**src/rtl/fetch_ctrl_pkg.sv**
```systemverilog
// Shared types for the fetch stage controller.
// Assumes: status codes are visible at the top port and must stay fixed.
package fetch_ctrl_pkg;

    // Stage status; values are observable on status_o.
    typedef enum logic [2:0] {
        ST_RUN       = 3'd0,
        ST_BLOCK     = 3'd1,
        ST_SQUASH    = 3'd2,
        ST_MISS_WAIT = 3'd3,
        ST_MISS_DONE = 3'd4
    } fstat_t;

    // Action chosen by the priority chain for the current cycle.
    typedef enum logic [2:0] {
        ACT_CMT_SQ   = 3'd0,
        ACT_ROB_HOLD = 3'd1,
        ACT_DEC_SQ   = 3'd2,
        ACT_STALL    = 3'd3,
        ACT_UNBLOCK  = 3'd4,
        ACT_SQ_EXIT  = 3'd5,
        ACT_FETCH    = 3'd6,
        ACT_WAIT     = 3'd7
    } fact_t;

endpackage

```
**src/rtl/fetch_prio.sv**
```systemverilog
// Priority chain: picks one action per cycle from the request inputs
// and the current status. Purely combinational.
// Assumes: the stall vector is at least one bit wide.
module fetch_prio
    import fetch_ctrl_pkg::*;
#(
    parameter int N_STALL = 4
) (
    input  fstat_t             status,
    input  logic               cmt_sq,
    input  logic               rob_sq,
    input  logic               dec_sq,
    input  logic [N_STALL-1:0] stall,
    output fact_t              act
);

    logic any_stall;

    // Collapse the downstream stall flags into one.
    always_comb begin
        any_stall = 1'b0;
        for (int k = 0; k < N_STALL; k++) begin
            any_stall = any_stall | stall[k];
        end
    end

    // Resolve the requests in fixed priority order.
    always_comb begin
        if (cmt_sq) begin
            act = ACT_CMT_SQ;
        end else if (rob_sq) begin
            act = ACT_ROB_HOLD;
        end else if (dec_sq && (status != ST_SQUASH)) begin
            act = ACT_DEC_SQ;
        end else if (any_stall) begin
            act = ACT_STALL;
        end else if (status == ST_BLOCK) begin
            act = ACT_UNBLOCK;
        end else if (status == ST_SQUASH) begin
            act = ACT_SQ_EXIT;
        end else if (status == ST_MISS_WAIT) begin
            act = ACT_WAIT;
        end else begin
            act = ACT_FETCH;
        end
    end

endmodule

```
**src/rtl/fetch_status_reg.sv**
```systemverilog
// Status register of the fetch stage. The next status follows from the
// chosen action and, in fetch or wait cycles, from the cache outcome.
// Assumes: fault takes precedence over miss in the same fetch cycle.
module fetch_status_reg
    import fetch_ctrl_pkg::*;
(
    input  logic   clk,
    input  logic   rst_n,
    input  fact_t  act,
    input  logic   fault,
    input  logic   miss,
    input  logic   fill_done,
    output fstat_t status
);

    fstat_t status_nxt;

    // Next-status selection.
    always_comb begin
        unique case (act)
            ACT_CMT_SQ, ACT_ROB_HOLD, ACT_DEC_SQ: status_nxt = ST_SQUASH;
            ACT_STALL:                            status_nxt = ST_BLOCK;
            ACT_UNBLOCK, ACT_SQ_EXIT:             status_nxt = ST_RUN;
            ACT_WAIT:    status_nxt = fill_done ? ST_MISS_DONE : ST_MISS_WAIT;
            ACT_FETCH: begin
                if (fault) begin
                    status_nxt = ST_BLOCK;
                end else if (miss) begin
                    status_nxt = ST_MISS_WAIT;
                end else begin
                    status_nxt = ST_RUN;
                end
            end
            default:                              status_nxt = ST_RUN;
        endcase
    end

    // Status register with synchronous reset.
    always_ff @(posedge clk) begin
        if (!rst_n) begin
            status <= ST_RUN;
        end else begin
            status <= status_nxt;
        end
    end

endmodule

```
**src/rtl/fetch_pc_reg.sv**
```systemverilog
// PC and next-PC registers. A load writes the PC and sets next-PC to
// the loaded value plus one instruction.
// Assumes: the caller resolves which source is loaded.
module fetch_pc_reg #(
    parameter int              ADDR_W     = 32,
    parameter int              INST_BYTES = 4,
    parameter logic [ADDR_W-1:0] RESET_PC = '0
) (
    input  logic              clk,
    input  logic              rst_n,
    input  logic              load,
    input  logic [ADDR_W-1:0] load_pc,
    output logic [ADDR_W-1:0] pc,
    output logic [ADDR_W-1:0] next_pc
);

    localparam logic [ADDR_W-1:0] STEP = ADDR_W'(INST_BYTES);

    // PC pair update.
    always_ff @(posedge clk) begin
        if (!rst_n) begin
            pc      <= RESET_PC;
            next_pc <= RESET_PC + STEP;
        end else if (load) begin
            pc      <= load_pc;
            next_pc <= load_pc + STEP;
        end
    end

endmodule

```
**src/rtl/fetch_stage_ctrl.sv**
```systemverilog
// Fetch stage controller top. Resolves redirects, flush holds and stalls
// in fixed priority, keeps status and PC registers, and drives the fetch
// enable, predictor update, miss cancel and fault report.
// Assumes: cache_miss_i, fault_i and grp_adv_i describe the access made
// in the current cycle and are only meaningful while fetch_en_o is high.
module fetch_stage_ctrl
    import fetch_ctrl_pkg::*;
#(
    parameter int                ADDR_W     = 32,
    parameter int                INST_BYTES = 4,
    parameter int                N_STALL    = 4,
    parameter int                FAULT_W    = 4,
    parameter logic [ADDR_W-1:0] RESET_PC   = 32'h0000_1000
) (
    input  logic               clk,
    input  logic               rst_n,
    input  logic               cmt_squash_i,
    input  logic [ADDR_W-1:0]  cmt_redirect_pc_i,
    input  logic               cmt_mispredict_i,
    input  logic [ADDR_W-1:0]  cmt_mispredict_pc_i,
    input  logic               cmt_taken_i,
    input  logic               rob_squashing_i,
    input  logic               dec_squash_i,
    input  logic [ADDR_W-1:0]  dec_redirect_pc_i,
    input  logic [N_STALL-1:0] stall_i,
    input  logic               cache_miss_i,
    input  logic               fill_done_i,
    input  logic               fault_i,
    input  logic [FAULT_W-1:0] fault_code_i,
    input  logic               grp_adv_i,
    input  logic [ADDR_W-1:0]  grp_next_pc_i,
    output logic               fetch_en_o,
    output logic [ADDR_W-1:0]  pc_o,
    output logic [ADDR_W-1:0]  next_pc_o,
    output logic [2:0]         status_o,
    output logic               bp_upd_o,
    output logic [ADDR_W-1:0]  bp_upd_pc_o,
    output logic               bp_upd_taken_o,
    output logic [ADDR_W-1:0]  bp_upd_target_o,
    output logic               miss_cancel_o,
    output logic               fault_o,
    output logic [FAULT_W-1:0] fault_code_o
);

    fstat_t            status;
    fact_t             act;
    logic              fetching;
    logic              pc_load;
    logic [ADDR_W-1:0] pc_src;

    fetch_prio #(
        .N_STALL (N_STALL)
    ) i_prio (
        .status (status),
        .cmt_sq (cmt_squash_i),
        .rob_sq (rob_squashing_i),
        .dec_sq (dec_squash_i),
        .stall  (stall_i),
        .act    (act)
    );

    fetch_status_reg i_stat (
        .clk       (clk),
        .rst_n     (rst_n),
        .act       (act),
        .fault     (fault_i),
        .miss      (cache_miss_i),
        .fill_done (fill_done_i),
        .status    (status)
    );

    // Pick the PC source for this cycle, if any.
    always_comb begin
        pc_load = 1'b0;
        pc_src  = grp_next_pc_i;
        unique case (act)
            ACT_CMT_SQ: begin
                pc_load = 1'b1;
                pc_src  = cmt_redirect_pc_i;
            end
            ACT_DEC_SQ: begin
                pc_load = 1'b1;
                pc_src  = dec_redirect_pc_i;
            end
            ACT_FETCH: begin
                pc_load = grp_adv_i && !fault_i && !cache_miss_i;
            end
            default: ;
        endcase
    end

    fetch_pc_reg #(
        .ADDR_W     (ADDR_W),
        .INST_BYTES (INST_BYTES),
        .RESET_PC   (RESET_PC)
    ) i_pc (
        .clk     (clk),
        .rst_n   (rst_n),
        .load    (pc_load),
        .load_pc (pc_src),
        .pc      (pc_o),
        .next_pc (next_pc_o)
    );

    // Strobes towards the group former, predictor, cache and reorder buffer.
    always_comb begin
        fetching        = rst_n && (act == ACT_FETCH);
        fetch_en_o      = fetching;
        bp_upd_o        = rst_n && cmt_squash_i && cmt_mispredict_i;
        bp_upd_pc_o     = cmt_mispredict_pc_i;
        bp_upd_taken_o  = cmt_taken_i;
        bp_upd_target_o = cmt_redirect_pc_i;
        miss_cancel_o   = rst_n && (status == ST_MISS_WAIT) &&
                          ((act == ACT_CMT_SQ) || (act == ACT_DEC_SQ));
        fault_o         = fetching && fault_i;
        fault_code_o    = fault_code_i;
        status_o        = status;
    end

endmodule

```
**config.mk**
```make
export PLATFORM = sky130hd
export DESIGN_NAME = fetch_stage_ctrl
export DESIGN_NICKNAME = d
export VERILOG_FILES = /design/src/rtl/fetch_ctrl_pkg.sv /design/src/rtl/fetch_prio.sv /design/src/rtl/fetch_status_reg.sv /design/src/rtl/fetch_pc_reg.sv /design/src/rtl/fetch_stage_ctrl.sv
export SDC_FILE = /design/constraint.sdc
export NUM_CORES = 1
export LEC_CHECK = 0
export BUFFER_PORTS_ARGS = -buffer_cell sky130_fd_sc_hd__buf_2
export CORE_AREA = 2 2 112 114
export CTS_CLUSTER_DIAMETER = 100
export DETAILED_ROUTE_END_ITERATION = 10
export DIE_AREA = 0 0 114 116
export PLACE_DENSITY = 0.85
export SLEW_MARGIN = 5
export SYNTH_ARGS = -nofsm -noshare
export SYNTH_HDL_FRONTEND = slang
export SYNTH_SLANG_ARGS = --single-unit
```
**constraint.sdc**
```tcl
create_clock -name clk -period 2.6 [get_ports clk]
set_input_delay 0.26 -clock clk [delete_from_list [all_inputs] [get_ports clk]]
set_output_delay 0.26 -clock clk [all_outputs]
set_load 0.01 [all_outputs]
```
# Word level (Yosys, flattened, before mapping)
# Index checks and enable logic that the tools add are counted.
[op_classes] add_sub_neg=1 n_reduce_logical=16 n_bitwise=3 n_eq_ne=11 mux=13
[ops] op="32-bit case mux with 2 select lines" n=1
[ops] op="32-bit by 3-bit adder with 32-bit output, second input constant" n=1
[ops] op="3-bit two-way mux" n=8
[ops] op="3-bit case mux with 5 select lines" n=1
[ops] op="3-bit by 2-bit equality test with 1-bit output, second input constant" n=4
[ops] op="3-bit equality test, second input constant" n=4
[ops] op="1-bit logical AND" n=9
[ops] op="3-bit by 1-bit equality test with 1-bit output, second input constant" n=2
[ops] op="2-bit OR reduction" n=2
[ops] op="3-bit logical NOT" n=1
[ops] op="3-bit by 2-bit != test with 1-bit output, second input constant" n=1
[ops] op="1-bit bitwise OR" n=3
[ops] op="3-bit OR reduction" n=1
[ops] op="1-bit logical NOT" n=2
[ops] op="2-bit two-way mux" n=1
[ops] op="1-bit case mux with 2 select lines" n=1
[ops] op="1-bit logical OR" n=1
[ops] op="1-bit two-way mux" n=1
[word_totals] register_bits=67 inputBits=147 output_inout_bits=140

# Longest topological paths before layout
# Gate-level depths: netlist (run 1).
[logic_depth] word_depth=11 depth_mapped=11 mapped_depth_nobuf=8

# Hierarchy
# A second synthesis (run 1) with hierarchy kept.
[hier_totals] hier_cells=543 area_unflattened_um2=4351.7
[by_module_without_submodules] module="fetch_pc_reg" n_inst=1 area_each_um2=2824.0 seq_area_each_um2=1241.2 cells_per_inst=328
[by_module_without_submodules] module="fetch_stage_ctrl" n_inst=1 area_each_um2=1308.8 seq_area_each_um2=0.0 cells_per_inst=186
[by_module_without_submodules] module="fetch_status_reg" n_inst=1 area_each_um2=133.9 seq_area_each_um2=60.1 cells_per_inst=16
[by_module_without_submodules] module="fetch_prio" n_inst=1 area_each_um2=85.1 seq_area_each_um2=0.0 cells_per_inst=13

# Worst setup path before layout (run 1)
# No wires, ideal clock.
[synth_path] path_type="register to register" from="register i_stat.status[1]" to="register i_pc.next_pc[28]" arrival_ns=2.606 required_ns=2.538 path_stages_with_launch=10 synth_period_minus_slack_ns=2.668 path_slack_ns=-0.068 cell_sequence="dfxtp_1 -> nor3b_2 -> buf_6 -> o21ai_0 -> a21oi_2 -> ha_1 -> nand4_1 -> or3_1 -> or4_1 -> nand3_1"
[synth_between] elab_chain_cells=11
[synth_rtl] element="from (decl)" line_no="fetch_status_reg.sv:13" source="output fstat_t status"
[synth_rtl] element="from (signal assigned)" line_no="fetch_status_reg.sv:43" source="status <= status_nxt;"
[synth_rtl] element="3-bit by 2-bit equality test with 1-bit output" line_no="fetch_prio.sv:41" source="end else if (status == ST_MISS_WAIT) begin"
[synth_rtl] element="1-bit two-way mux" line_no="fetch_prio.sv:41"
[synth_rtl] element="3-bit two-way mux" line_no="fetch_prio.sv:39" source="end else if (status == ST_SQUASH) begin"
[synth_rtl] element="3-bit two-way mux" line_no="fetch_prio.sv:37" source="end else if (status == ST_BLOCK) begin"
[synth_rtl] element="3-bit two-way mux" line_no="fetch_prio.sv:35" source="end else if (any_stall) begin"
[synth_rtl] element="3-bit two-way mux (*)" line_no="fetch_prio.sv:33" source="end else if (dec_sq && (status != ST_SQUASH)) begin"
[synth_rtl] element="3-bit two-way mux (*)" line_no="fetch_prio.sv:31" source="end else if (rob_sq) begin"
[synth_rtl] element="3-bit two-way mux (*)" line_no="fetch_prio.sv:29" source="if (cmt_sq) begin"
[synth_rtl] element="3-bit by 2-bit equality test with 1-bit output / 3-bit logical NOT (equally long branches)" line_no="fetch_stage_ctrl.sv:76" source="unique case (act)"
[synth_rtl] element="32-bit case mux with 2 select lines (*)" line_no="fetch_stage_ctrl.sv:76"
[synth_rtl] element="named net i_pc.load_pc[3]" line_no="fetch_pc_reg.sv:12" source="input logic [ADDR_W-1:0] load_pc,"
[synth_rtl] element="32-bit by 3-bit adder with 32-bit output (*)" line_no="fetch_pc_reg.sv:26" source="next_pc <= load_pc + STEP;"
[synth_rtl] element="to (signal assigned)" line_no="fetch_pc_reg.sv:23" source="next_pc <= RESET_PC + STEP;"
[synth_rtl] element="to (signal assigned)" line_no="fetch_pc_reg.sv:26"
[synth_rtl] element="to (decl)" line_no="fetch_pc_reg.sv:14" source="output logic [ADDR_W-1:0] next_pc"
# The timed path passes the listed nets; every way through them passes the cells marked *.
# A chain may end at the register's enable or synchronous reset.

# Worst setup path in the final report (run 1)
[layout_path] from="register i_stat.status[1]" to="register i_pc.next_pc[17]"
[layout_between] elab_chain_cells=11
[layout_rtl] element="3-bit by 2-bit equality test with 1-bit output" line_no="fetch_prio.sv:41"
[layout_rtl] element="1-bit two-way mux" line_no="fetch_prio.sv:41"
[layout_rtl] element="3-bit two-way mux" line_no="fetch_prio.sv:39"
[layout_rtl] element="3-bit two-way mux" line_no="fetch_prio.sv:37"
[layout_rtl] element="3-bit two-way mux" line_no="fetch_prio.sv:35"
[layout_rtl] element="3-bit two-way mux (*)" line_no="fetch_prio.sv:33"
[layout_rtl] element="3-bit two-way mux (*)" line_no="fetch_prio.sv:31"
[layout_rtl] element="3-bit two-way mux (*)" line_no="fetch_prio.sv:29"
[layout_rtl] element="3-bit by 2-bit equality test with 1-bit output / 3-bit logical NOT (equally long branches)" line_no="fetch_stage_ctrl.sv:76"
[layout_rtl] element="32-bit case mux with 2 select lines / 2-bit OR reduction (equally long branches)"
[layout_rtl] element="32-bit by 3-bit adder with 32-bit output / 1-bit case mux with 2 select lines (equally long branches)" line_no="fetch_pc_reg.sv:26, fetch_stage_ctrl.sv:76"
# Mark *: on every way between the ends. The rest lies on a longest branch, timed or not.

==> impl_metrics.xml, run 1 <==
<?xml version="1.0" encoding="UTF-8"?>
<metrics>
  <group name="global_route">
    <metric name="grt_pass1_wl" unit="um">25700</metric>
    <metric name="grt_overflow" unit="">0</metric>
    <metric name="grt_max_degree" unit="">54</metric>
    <metric name="number_of_global_route_vias_before_repair" unit="">4818</metric>
    <metric name="antenna_found_initial" unit="">0</metric>
    <metric name="groute.usage.overall" unit="%">25.1</metric>
  </group>
  <group name="placed_design">
    <metric name="detailed_place_hpwl" unit="um">13500</metric>
    <metric name="place_area" unit="sq um">5710</metric>
    <metric name="placement.setup.worst_slack" unit="ns">-0.0136</metric>
    <metric name="gp_congestion" unit="">0.956</metric>
    <metric name="place_inst" unit="">934</metric>
    <metric name="number_of_input_and_output_port_buffers_inserted" unit="">212</metric>
  </group>
  <group name="drt">
    <metric name="routed_wl" unit="um">17300</metric>
    <metric name="via_per_inst" unit="">5.52</metric>
    <metric name="first_drt_pass_iteration_count" unit="">7</metric>
    <metric name="detail-route-antenna-nets" unit="">0</metric>
    <metric name="routedWlPerCell" unit="um">18.1</metric>
    <metric name="dr.first_iter.drc_count" unit="">371</metric>
    <metric name="dr_total_vias" unit="">5290</metric>
    <metric name="drc" unit="">0</metric>
  </group>
  <group name="critical_path">
    <metric name="timing.critical_path.cells" unit="">or3b_4 &gt; buf_12 &gt; a21boi_1 &gt; o31ai_2 &gt; or4_4 &gt; or4_1 &gt; nand3_1</metric>
    <metric name="nature_of_the_critical_path_startpoint" unit="">register</metric>
    <metric name="path_class" unit="">reg2reg</metric>
    <metric name="critPathArrivalTime" unit="ns">2.80</metric>
    <metric name="critical-path-slowest-cell" unit="">sky130_fd_sc_hd__or4_4</metric>
    <metric name="regToRegEndpoint" unit="">i_pc.next_pc[17]$_SDFFE_PN0P_</metric>
    <metric name="rr_worst_depth" unit="">7</metric>
    <metric name="timing.critical_path.required" unit="ns">2.86</metric>
    <metric name="slack_of_the_worst_reg_to_reg_path" unit="ns">0.06</metric>
    <metric name="critical_path.reg2reg.startpoint" unit="">i_stat.status[1]$_SDFF_PN0_</metric>
    <metric name="slowest_delay" unit="ns">0.57</metric>
    <metric name="end_kind" unit="">register</metric>
    <metric name="timing.critical_path.fanout_max" unit="">26</metric>
  </group>
  <group name="yosys">
    <metric name="synth_fa_ha_area_share" unit="%">0.275</metric>
    <metric name="synth_xor_area_share" unit="%">2.12</metric>
    <metric name="synth_cell_types" unit="">61</metric>
    <metric name="avgSynthCellArea" unit="sq um">7.40</metric>
    <metric name="simple_gate_share_of_the_synthesized_area" unit="%">27.1</metric>
    <metric name="synth_top_area_cell" unit="">sky130_fd_sc_hd__dfxtp_1</metric>
    <metric name="synth-async-reset-ratio" unit="%">0</metric>
    <metric name="synth.mux.area_fraction" unit="%">1.13</metric>
    <metric name="ys_seq_elements" unit="">65</metric>
    <metric name="synth_largest_type_area_fraction" unit="%">28.6</metric>
    <metric name="synth-main-ff-cell" unit="">sky130_fd_sc_hd__dfxtp_1</metric>
    <metric name="number_of_enable_type_register_cells_in_the_synthesized_netlist" unit="">0</metric>
    <metric name="synth_seq_area_share" unit="%">28.6</metric>
    <metric name="netlist_area" unit="sq um">4550</metric>
    <metric name="syn-num-nets" unit="">763</metric>
    <metric name="synth.area.top_cells" unit="">sky130_fd_sc_hd__dfxtp_1, sky130_fd_sc_hd__buf_4, sky130_fd_sc_hd__nand2_1, sky130_fd_sc_hd__a21oi_1, sky130_fd_sc_hd__o21ai_0</metric>
    <metric name="synth-compound-area-share" unit="%">24.3</metric>
    <metric name="synthesis.yosys.warnings" unit="">0</metric>
    <metric name="combinational_family_with_the_most_area_after_synthesis" unit="">simple AND/OR/NAND/NOR gates</metric>
    <metric name="syn_inst" unit="">615</metric>
  </group>
  <group name="cells_and_area">
    <metric name="nets" unit="">954</metric>
    <metric name="layout.filler_cells" unit="">1157</metric>
    <metric name="finish.instance_area" unit="sq um">6180</metric>
    <metric name="n_diodes" unit="">0</metric>
    <metric name="synthToLayoutAreaGrowth" unit="%">35.9</metric>
    <metric name="layout-drive-gt1-share" unit="%">43.6</metric>
    <metric name="finish.cell_count_without_fillers" unit="">958</metric>
  </group>
  <group name="hold_path">
    <metric name="min_delay_src" unit="">dec_redirect_pc_i[0]</metric>
    <metric name="min_path_type" unit="">in2reg</metric>
    <metric name="whs_path_depth" unit="">3</metric>
    <metric name="hold_end" unit="">i_pc.next_pc[0]$_SDFFE_PN0P_</metric>
  </group>
  <group name="pwr">
    <metric name="seqPwrFrac" unit="%">34.9</metric>
    <metric name="post-layout-total-power" unit="mW">3.23</metric>
    <metric name="leakage" unit="nW">2.86</metric>
    <metric name="cell_internal_pwr" unit="mW">2.20</metric>
    <metric name="p_switching" unit="mW">1.03</metric>
    <metric name="power.share.switching" unit="%">31.9</metric>
    <metric name="power_frac_comb" unit="%">29.8</metric>
    <metric name="power.ir.vdd_worst" unit="mV">0.316</metric>
    <metric name="clkPwrFrac" unit="%">35.3</metric>
    <metric name="power-per-cell-area" unit="nW/um^2">523</metric>
  </group>
  <group name="timing">
    <metric name="final_report_setup_violation_count" unit="">0</metric>
    <metric name="worst_slew_margin_rel" unit="%">62.8</metric>
    <metric name="hold_viol" unit="">0</metric>
    <metric name="post-route-min-period" unit="ns">2.54</metric>
    <metric name="slew_violations" unit="">0</metric>
    <metric name="final_critical_path_setup_slack" unit="ns">0.0607</metric>
    <metric name="timing.fmax" unit="GHz">0.394</metric>
    <metric name="post-route-period-util" unit="%">97.7</metric>
    <metric name="tightestPinTransition" unit="ns">0.552</metric>
    <metric name="clock-skew-final" unit="ns">0.00930</metric>
    <metric name="rsz0062_at_grt" unit="">true</metric>
  </group>
  <group name="cts">
    <metric name="cts.path.max_buffers" unit="">2</metric>
    <metric name="cts.hold.buffers_added" unit="">0</metric>
    <metric name="cts.reportedPaths.clkPinSlew" unit="ns">0.06</metric>
    <metric name="htree_levels" unit="">3</metric>
    <metric name="cts_made_buffers" unit="">9</metric>
    <metric name="clk-insertion-delay-late" unit="ns">0.33</metric>
    <metric name="cts_num_sinks" unit="">65</metric>
    <metric name="cts_root_buf" unit="">sky130_fd_sc_hd__clkbuf_16</metric>
    <metric name="cts_tree" unit="">built</metric>
  </group>
  <group name="flow_run">
    <metric name="maxCapViolations" unit="">0</metric>
  </group>
  <group name="status">
    <metric name="outcome" unit="">complete, no violations</metric>
  </group>
  <group name="floorplanning">
    <metric name="die_x" unit="um">114</metric>
    <metric name="floorplan.rows" unit="">40</metric>
    <metric name="die-area" unit="sq um">13200</metric>
    <metric name="pin_count" unit="">287</metric>
    <metric name="floorplan.die.height" unit="um">116</metric>
    <metric name="coreArea" unit="sq um">11900</metric>
    <metric name="floorplan.initialDensity" unit="%">38.2</metric>
  </group>
</metrics>
==> cells in the final DEF (no fill, tap or decap), types with 6 or more instances in the layout <==
cell type                   count
sky130_fd_sc_hd__buf_2        212
sky130_fd_sc_hd__buf_12         6
sky130_fd_sc_hd__nand4_1        9
sky130_fd_sc_hd__clkbuf_16     10
sky130_fd_sc_hd__a21oi_1       44
sky130_fd_sc_hd__and2_1         6
sky130_fd_sc_hd__a21oi_2       12
sky130_fd_sc_hd__nor2_1        42
sky130_fd_sc_hd__xnor2_1       10
sky130_fd_sc_hd__nand2_1       72
sky130_fd_sc_hd__o211ai_1       9
sky130_fd_sc_hd__inv_1          7
sky130_fd_sc_hd__a31oi_1       23
sky130_fd_sc_hd__dfxtp_1       62
sky130_fd_sc_hd__and3_1         6
sky130_fd_sc_hd__nor2b_1       18
sky130_fd_sc_hd__buf_4         70
sky130_fd_sc_hd__nand3_1       27
sky130_fd_sc_hd__a22o_1         6
sky130_fd_sc_hd__o21ai_0       37
sky130_fd_sc_hd__nor3_1        15
sky130_fd_sc_hd__a211oi_1       6
==> Yosys cell counts (3+ instances only) <==
cell type                  number
sky130_fd_sc_hd__clkbuf_1      27
sky130_fd_sc_hd__nor4_1         5
sky130_fd_sc_hd__nand4_1        9
sky130_fd_sc_hd__nor2b_1       18
sky130_fd_sc_hd__or3_1          4
sky130_fd_sc_hd__a21oi_1       47
sky130_fd_sc_hd__dfxtp_1       65
sky130_fd_sc_hd__buf_4         73
sky130_fd_sc_hd__buf_6          3
sky130_fd_sc_hd__a22o_1         6
sky130_fd_sc_hd__a311oi_1       4
sky130_fd_sc_hd__nand2_1       72
sky130_fd_sc_hd__nand2b_1       5
sky130_fd_sc_hd__o211ai_1       9
sky130_fd_sc_hd__o311ai_0       3
sky130_fd_sc_hd__nand3_2        3
sky130_fd_sc_hd__inv_1          7
sky130_fd_sc_hd__and3_1         6
sky130_fd_sc_hd__nor3_1        17
sky130_fd_sc_hd__nand3b_1       4
sky130_fd_sc_hd__and2_1         6
sky130_fd_sc_hd__a21oi_2       10
sky130_fd_sc_hd__nor2_1        44
sky130_fd_sc_hd__a21o_1         5
sky130_fd_sc_hd__nand3_1       29
sky130_fd_sc_hd__o21ai_0       39
sky130_fd_sc_hd__a211oi_1       6
sky130_fd_sc_hd__a31o_2         3
sky130_fd_sc_hd__mux2i_1        4
sky130_fd_sc_hd__a31oi_1       25
sky130_fd_sc_hd__xnor2_1       10
sky130_fd_sc_hd__buf_2          7
sky130_fd_sc_hd__or4_1          5
==> routing by layer <==
layer	share of wire (%)	routed length [um]	GRT usage, %	vias to the layer above
li1	-	-	-	2528
met1	42	7280	31.7	2460
met2	48	8240	42.9	260
met3	7.8	1360	5.54	42
met4	2.6	452	7.89	0
met5	0	0	0	-
==> cell type report <==
| cell class | count | area (sq um) | share of cell area [%] |
|---|---|---|---|
| repair buffers | 292 | 1770 | 28.5 |
| well taps | 147 | 184 | 2.97 |
| clock buffers | 11 | 253 | 4.09 |
| flip-flops and latches | 65 | 1310 | 21.1 |
| multi-input cells | 431 | 2620 | 42.3 |
| inverters | 7 | 26.3 | 0.425 |
| clock inverters | 5 | 30.0 | 0.486 |
==> cells by family (layout without fill, tap and decap cells) <==
family / Yosys count / after routing
flops: 65 / 65
simple gates: 240 / 240
xor+xnor: 11 / 11
mux: 5 / 5
compound gates: 174 / 174
buf+inv: 119 / 315
fa+ha+maj: 1 / 1
==> critical path: cells and delay by family (launching register included) <==
kind            cells  cell delay [ns]
compound gates      2             0.40
flops               1             0.37
simple gates        4             1.53
buf+inv             1             0.18
==> power by group through the flow <==
stage / logic (mW) / clock network [mW] / registers [mW]
after CTS: 0.917 / 1.15 / 1.13
after detailed placement: 0.911 / 0 / 1.15
final: 0.964 / 1.14 / 1.13
after floorplan: 0.516 / 0 / 1.19
after global routing: 1.04 / 1.19 / 1.14
after global placement: 0.903 / 0 / 1.15
==> what timing repair did <==
action	in CTS	in global routing
cloned	0	1
pin swaps	0	13
setup endpoints to repair	2	11
buffers inserted	0	7
gates resized for setup	1	27
==> sequential cells by signal, summed over array words and instances, names as in the netlist <==
| signal | flops |
|---|---|
| i_stat.status | 3 |
| i_pc.next_pc | 32 |
| i_pc.pc | 30 |
==> worst max path at each step <==
stage | start | to | slack (ns)
final | i_stat.status[1]$_SDFF_PN0_ | i_pc.next_pc[17]$_SDFFE_PN0P_ | 0.06
after global routing | i_stat.status[1]$_SDFF_PN0_ | i_pc.next_pc[29]$_SDFFE_PN0P_ | -0.06
after CTS | i_stat.status[1]$_SDFF_PN0_ | i_pc.next_pc[17]$_SDFFE_PN0P_ | 0.01
after detailed placement | i_stat.status[1]$_SDFF_PN0_ | i_pc.next_pc[29]$_SDFFE_PN0P_ | -0.01
after global placement | i_stat.status[1]$_SDFF_PN0_ | i_pc.next_pc[29]$_SDFFE_PN0P_ | 0.02
after floorplan | i_stat.status[0]$_SDFF_PN0_ | i_pc.next_pc[28]$_SDFFE_PN0P_ | 0.02
==> metrics by stage <==
stage	setup TNS, ns	hold WS (ns)	utilization [%]
after floorplan	0	0.400	-
after global routing	-0.185	0.197	51.9
after detailed placement	-0.0136	0.441	48.0
after global placement	0	0.435	48.0
after CTS	0	0.168	50.4
final	0	0.171	51.9
(Power assumes the default switching activity.)
==> run 2: changes to the inputs <==
- PLACE_DENSITY: 0.85 -> 0.84
- SYNTH_HIERARCHICAL: unset -> 1
==> run 2 against run 1 <==
Against the previous run: the run now ends with negative setup slack left; clock skew is 0.0043 ns lower; register-to-register slack worse by 0.46 ns; sequential cell count stayed put; utilization is 11 points higher; largest power group unchanged; maximum frequency is 15% lower; combinational power is 34% higher; final area is 21% higher; clock power is 15% higher; highest routed layer unchanged; count of clock-buffer cells in the layout stayed put.
==> impl_metrics.xml, run 2 <==
<?xml version="1.0" encoding="UTF-8"?>
<metrics>
  <group name="placed_design">
    <metric name="placement.setup.worst_slack" unit="ns">-0.535</metric>
    <metric name="detailed_place_hpwl" unit="um">12100</metric>
    <metric name="place_area" unit="sq um">5840</metric>
    <metric name="number_of_input_and_output_port_buffers_inserted" unit="">212</metric>
    <metric name="place_inst" unit="">888</metric>
    <metric name="gp_congestion" unit="">0.887</metric>
  </group>
  <group name="global_route">
    <metric name="groute.usage.overall" unit="%">23.8</metric>
    <metric name="grt_pass1_wl" unit="um">24700</metric>
    <metric name="grt_max_degree" unit="">45</metric>
    <metric name="number_of_global_route_vias_before_repair" unit="">4845</metric>
    <metric name="grt_overflow" unit="">0</metric>
    <metric name="antenna_found_initial" unit="">0</metric>
  </group>
  <group name="critical_path">
    <metric name="timing.critical_path.cells" unit="">nor2_1 &gt; mux2_4 &gt; a311oi_4 &gt; buf_4 &gt; clkbuf_16 &gt; buf_6 &gt; mux2i_1 &gt; o21ai_4 &gt; nand4_4 &gt; or3_4 &gt; or4_4 &gt; a31oi_1</metric>
    <metric name="slowest_delay" unit="ns">0.53</metric>
    <metric name="timing.critical_path.required" unit="ns">2.86</metric>
    <metric name="rr_worst_depth" unit="">12</metric>
    <metric name="path_class" unit="">reg2reg</metric>
    <metric name="critical-path-slowest-cell" unit="">sky130_fd_sc_hd__or4_4</metric>
    <metric name="end_kind" unit="">register</metric>
    <metric name="critical_path.reg2reg.startpoint" unit="">i_stat/status[1]$_SDFF_PN0_</metric>
    <metric name="nature_of_the_critical_path_startpoint" unit="">register</metric>
    <metric name="timing.critical_path.fanout_max" unit="">7</metric>
    <metric name="critPathArrivalTime" unit="ns">3.26</metric>
    <metric name="timing.critical_path.from" unit="">i_stat/status[1]$_SDFF_PN0_</metric>
  </group>
  <group name="yosys">
    <metric name="leading_post_synthesis_cells_by_instance_count" unit="">sky130_fd_sc_hd__buf_4, sky130_fd_sc_hd__dfxtp_1, sky130_fd_sc_hd__mux2i_1</metric>
    <metric name="avgSynthCellArea" unit="sq um">8.01</metric>
    <metric name="syn-num-nets" unit="">691</metric>
    <metric name="synth-main-ff-cell" unit="">sky130_fd_sc_hd__dfxtp_1</metric>
    <metric name="synth_largest_type_area_fraction" unit="%">29.9</metric>
    <metric name="ys_seq_elements" unit="">65</metric>
    <metric name="synth_seq_area_share" unit="%">29.9</metric>
    <metric name="synth_cell_types" unit="">54</metric>
    <metric name="synthesis.yosys.warnings" unit="">6</metric>
    <metric name="netlist_area" unit="sq um">4350</metric>
    <metric name="syn_inst" unit="">543</metric>
    <metric name="yosysMostFrequentCell" unit="">sky130_fd_sc_hd__buf_4</metric>
    <metric name="synth.area.top_cells" unit="">sky130_fd_sc_hd__dfxtp_1, sky130_fd_sc_hd__mux2i_1, sky130_fd_sc_hd__buf_4, sky130_fd_sc_hd__o21ai_0, sky130_fd_sc_hd__nor2_1</metric>
    <metric name="number_of_enable_type_register_cells_in_the_synthesized_netlist" unit="">0</metric>
    <metric name="synth_top_area_cell" unit="">sky130_fd_sc_hd__dfxtp_1</metric>
    <metric name="synth-async-reset-ratio" unit="%">0</metric>
  </group>
  <group name="cts">
    <metric name="cts_root_buf" unit="">sky130_fd_sc_hd__clkbuf_16</metric>
    <metric name="cts_tree" unit="">built</metric>
    <metric name="htree_levels" unit="">3</metric>
    <metric name="cts_num_sinks" unit="">65</metric>
    <metric name="cts.path.max_buffers" unit="">2</metric>
    <metric name="cts.reportedPaths.clkPinSlew" unit="ns">0.06</metric>
    <metric name="cts_made_buffers" unit="">9</metric>
    <metric name="clk-insertion-delay-late" unit="ns">0.33</metric>
  </group>
  <group name="hold_path">
    <metric name="whs_path_depth" unit="">3</metric>
    <metric name="min_delay_src" unit="">fill_done_i</metric>
    <metric name="min_path_type" unit="">in2reg</metric>
  </group>
  <group name="floorplanning">
    <metric name="floorplan.initialDensity" unit="%">36.5</metric>
    <metric name="floorplan.die.height" unit="um">116</metric>
    <metric name="die-area" unit="sq um">13200</metric>
    <metric name="coreArea" unit="sq um">11900</metric>
    <metric name="pin_count" unit="">287</metric>
    <metric name="die_x" unit="um">114</metric>
    <metric name="floorplan.rows" unit="">40</metric>
  </group>
  <group name="drt">
    <metric name="drc" unit="">0</metric>
    <metric name="routed-wl-met2" unit="um">9670</metric>
    <metric name="dr_total_vias" unit="">5263</metric>
    <metric name="dr.first_iter.drc_count" unit="">307</metric>
    <metric name="routed_wl" unit="um">18900</metric>
    <metric name="detail-route-antenna-nets" unit="">0</metric>
    <metric name="met3_wirelength" unit="um">1390</metric>
    <metric name="route.top_layer_used" unit="">met4</metric>
    <metric name="via_per_inst" unit="">5.45</metric>
    <metric name="wl_met1" unit="um">7040</metric>
    <metric name="first_drt_pass_iteration_count" unit="">4</metric>
    <metric name="routedWlPerCell" unit="um">19.6</metric>
  </group>
  <group name="cells_and_area">
    <metric name="regMostFlops" unit="">i_pc/pc</metric>
    <metric name="nets" unit="">961</metric>
    <metric name="layout.cells.most_common" unit="">sky130_fd_sc_hd__buf_2</metric>
    <metric name="n_diodes" unit="">0</metric>
    <metric name="utilization" unit="%">62.7</metric>
    <metric name="synthToLayoutAreaGrowth" unit="%">71.5</metric>
    <metric name="finish.cell_count_without_fillers" unit="">965</metric>
    <metric name="final_cell_mix" unit="">sky130_fd_sc_hd__buf_2, sky130_fd_sc_hd__buf_4, sky130_fd_sc_hd__dfxtp_1, sky130_fd_sc_hd__mux2i_1, sky130_fd_sc_hd__nor2_1</metric>
    <metric name="finish.instance_area" unit="sq um">7460</metric>
    <metric name="layout-drive-gt1-share" unit="%">58.7</metric>
    <metric name="reg.largest.list" unit="">i_pc/pc: 32 flops, i_pc/next_pc: 30 flops, i_stat/status: 3 flops</metric>
    <metric name="number_of_flip_flops_in_the_largest_register" unit="">32</metric>
  </group>
  <group name="pwr">
    <metric name="seqPwrFrac" unit="%">30.5</metric>
    <metric name="leakage" unit="nW">3.48</metric>
    <metric name="clkPwrFrac" unit="%">35.1</metric>
    <metric name="p_switching" unit="mW">1.19</metric>
    <metric name="post-layout-total-power" unit="mW">3.73</metric>
    <metric name="power.share.switching" unit="%">31.8</metric>
    <metric name="power-per-cell-area" unit="nW/um^2">500</metric>
    <metric name="power_frac_comb" unit="%">34.5</metric>
    <metric name="power.ir.vdd_worst" unit="mV">0.309</metric>
    <metric name="cell_internal_pwr" unit="mW">2.55</metric>
  </group>
  <group name="timing">
    <metric name="rsz0062_at_grt" unit="">true</metric>
    <metric name="final_report_setup_violation_count" unit="">29</metric>
    <metric name="hold_viol" unit="">0</metric>
    <metric name="post-route-min-period" unit="ns">3.00</metric>
    <metric name="clock-skew-final" unit="ns">0.00498</metric>
    <metric name="slew_violations" unit="">0</metric>
    <metric name="timing.fmax" unit="GHz">0.333</metric>
    <metric name="post-route-period-util" unit="%">115</metric>
    <metric name="finalSetupTns" unit="ns">-6.39</metric>
    <metric name="final_critical_path_setup_slack" unit="ns">-0.400</metric>
    <metric name="whs" unit="ns">0.221</metric>
    <metric name="worst_slew_margin_rel" unit="%">53.1</metric>
    <metric name="tightestPinTransition" unit="ns">0.702</metric>
  </group>
  <group name="flow_run">
    <metric name="maxCapViolations" unit="">0</metric>
  </group>
  <group name="status">
    <metric name="outcome" unit="">complete, but fails checks</metric>
    <metric name="failed_checks" unit="">negative setup slack</metric>
  </group>
</metrics>
==> run 2: cell count changes after synthesis, moves of 6 or more <==
| cell | previous run | this run |
|---|---|---|
| sky130_fd_sc_hd__a21oi_2 | 10 | 2 |
| sky130_fd_sc_hd__inv_1 | 7 | 13 |
| sky130_fd_sc_hd__o21ai_0 | 39 | 54 |
| sky130_fd_sc_hd__a21oi_1 | 47 | 18 |
| sky130_fd_sc_hd__a31oi_1 | 25 | 4 |
| sky130_fd_sc_hd__nor2b_1 | 18 | 0 |
| sky130_fd_sc_hd__nand3_1 | 29 | 14 |
| sky130_fd_sc_hd__nand2_1 | 72 | 30 |
| sky130_fd_sc_hd__mux2i_1 | 4 | 60 |
| sky130_fd_sc_hd__nor3_1 | 17 | 11 |
| sky130_fd_sc_hd__o21ai_1 | 1 | 30 |
==> run 2: critical path: cells and delay by family, from the launching register on <==
family | cells | cell delay (ns)
buffers and inverters | 3 | 0.45
multiplexers | 2 | 0.38
flip-flops | 1 | 0.37
AO/OA/AOI/OAI | 3 | 0.54
AND/OR/NAND/NOR | 4 | 1.19
==> run 2: layout make-up <==
type	count	area [sq um]
Fill cell	940	4450
Multi-Input combinational cell	358	2950
Timing Repair Buffer	365	2650
Sequential cell	65	1310
Clock buffer	11	264
Tap cell	147	184
Clock inverter	5	60.1
Inverter	14	56.3
==> run 2: final timing paths <==
path / end / slack [ns]
worst max-delay path: i_pc/next_pc[27]$_SDFFE_PN0P_ / -0.40
worst min-delay path: i_stat/status[2]$_SDFF_PN0_ / 0.22
worst max register to register: i_pc/next_pc[27]$_SDFFE_PN0P_ / -0.40
worst min register to register: i_pc/pc[26]$_SDFFE_PN0P_ / 0.46
==> run 2: per-layer routing <==
| metal | GRT usage, % | vias to the layer above |
|---|---|---|
| met4 | 11.7 | 0 |
| met1 | 26.7 | 2477 |
| met5 | 0 | - |
| met2 | 43.5 | 298 |
| met3 | 4.24 | 58 |
| li1 | - | 2430 |
==> run 2: kinds of logic after synthesis <==
kind of cell	count (synthesis)	share of synthesized area, %
flops	65	29.9
xor+xnor	13	2.62
simple gates	147	17.6
fa+ha+maj	1	0.287
mux	61	14.1
compound gates	135	17.9
buf+inv	121	17.6
==> run 2: repair_timing <==
action	CTS	global route
endpoints found under the setup margin	31	52
resized for setup	41	117
gates cloned	1	6
hold buffers	0	0
endpoints found under the hold margin	0	0
pin swaps	1	46
setup buffers	18	42
==> run 2: power by group through the flow <==
stage	combinational (mW)	clock [mW]	sequential (mW)
5_1_grt	1.36	1.37	1.15
6_report	1.29	1.31	1.14
2_1_floorplan	0.546	0	1.20
3_3_place_gp	0.942	0	1.15
4_1_cts	1.03	1.31	1.14
3_5_place_dp	0.960	0	1.16
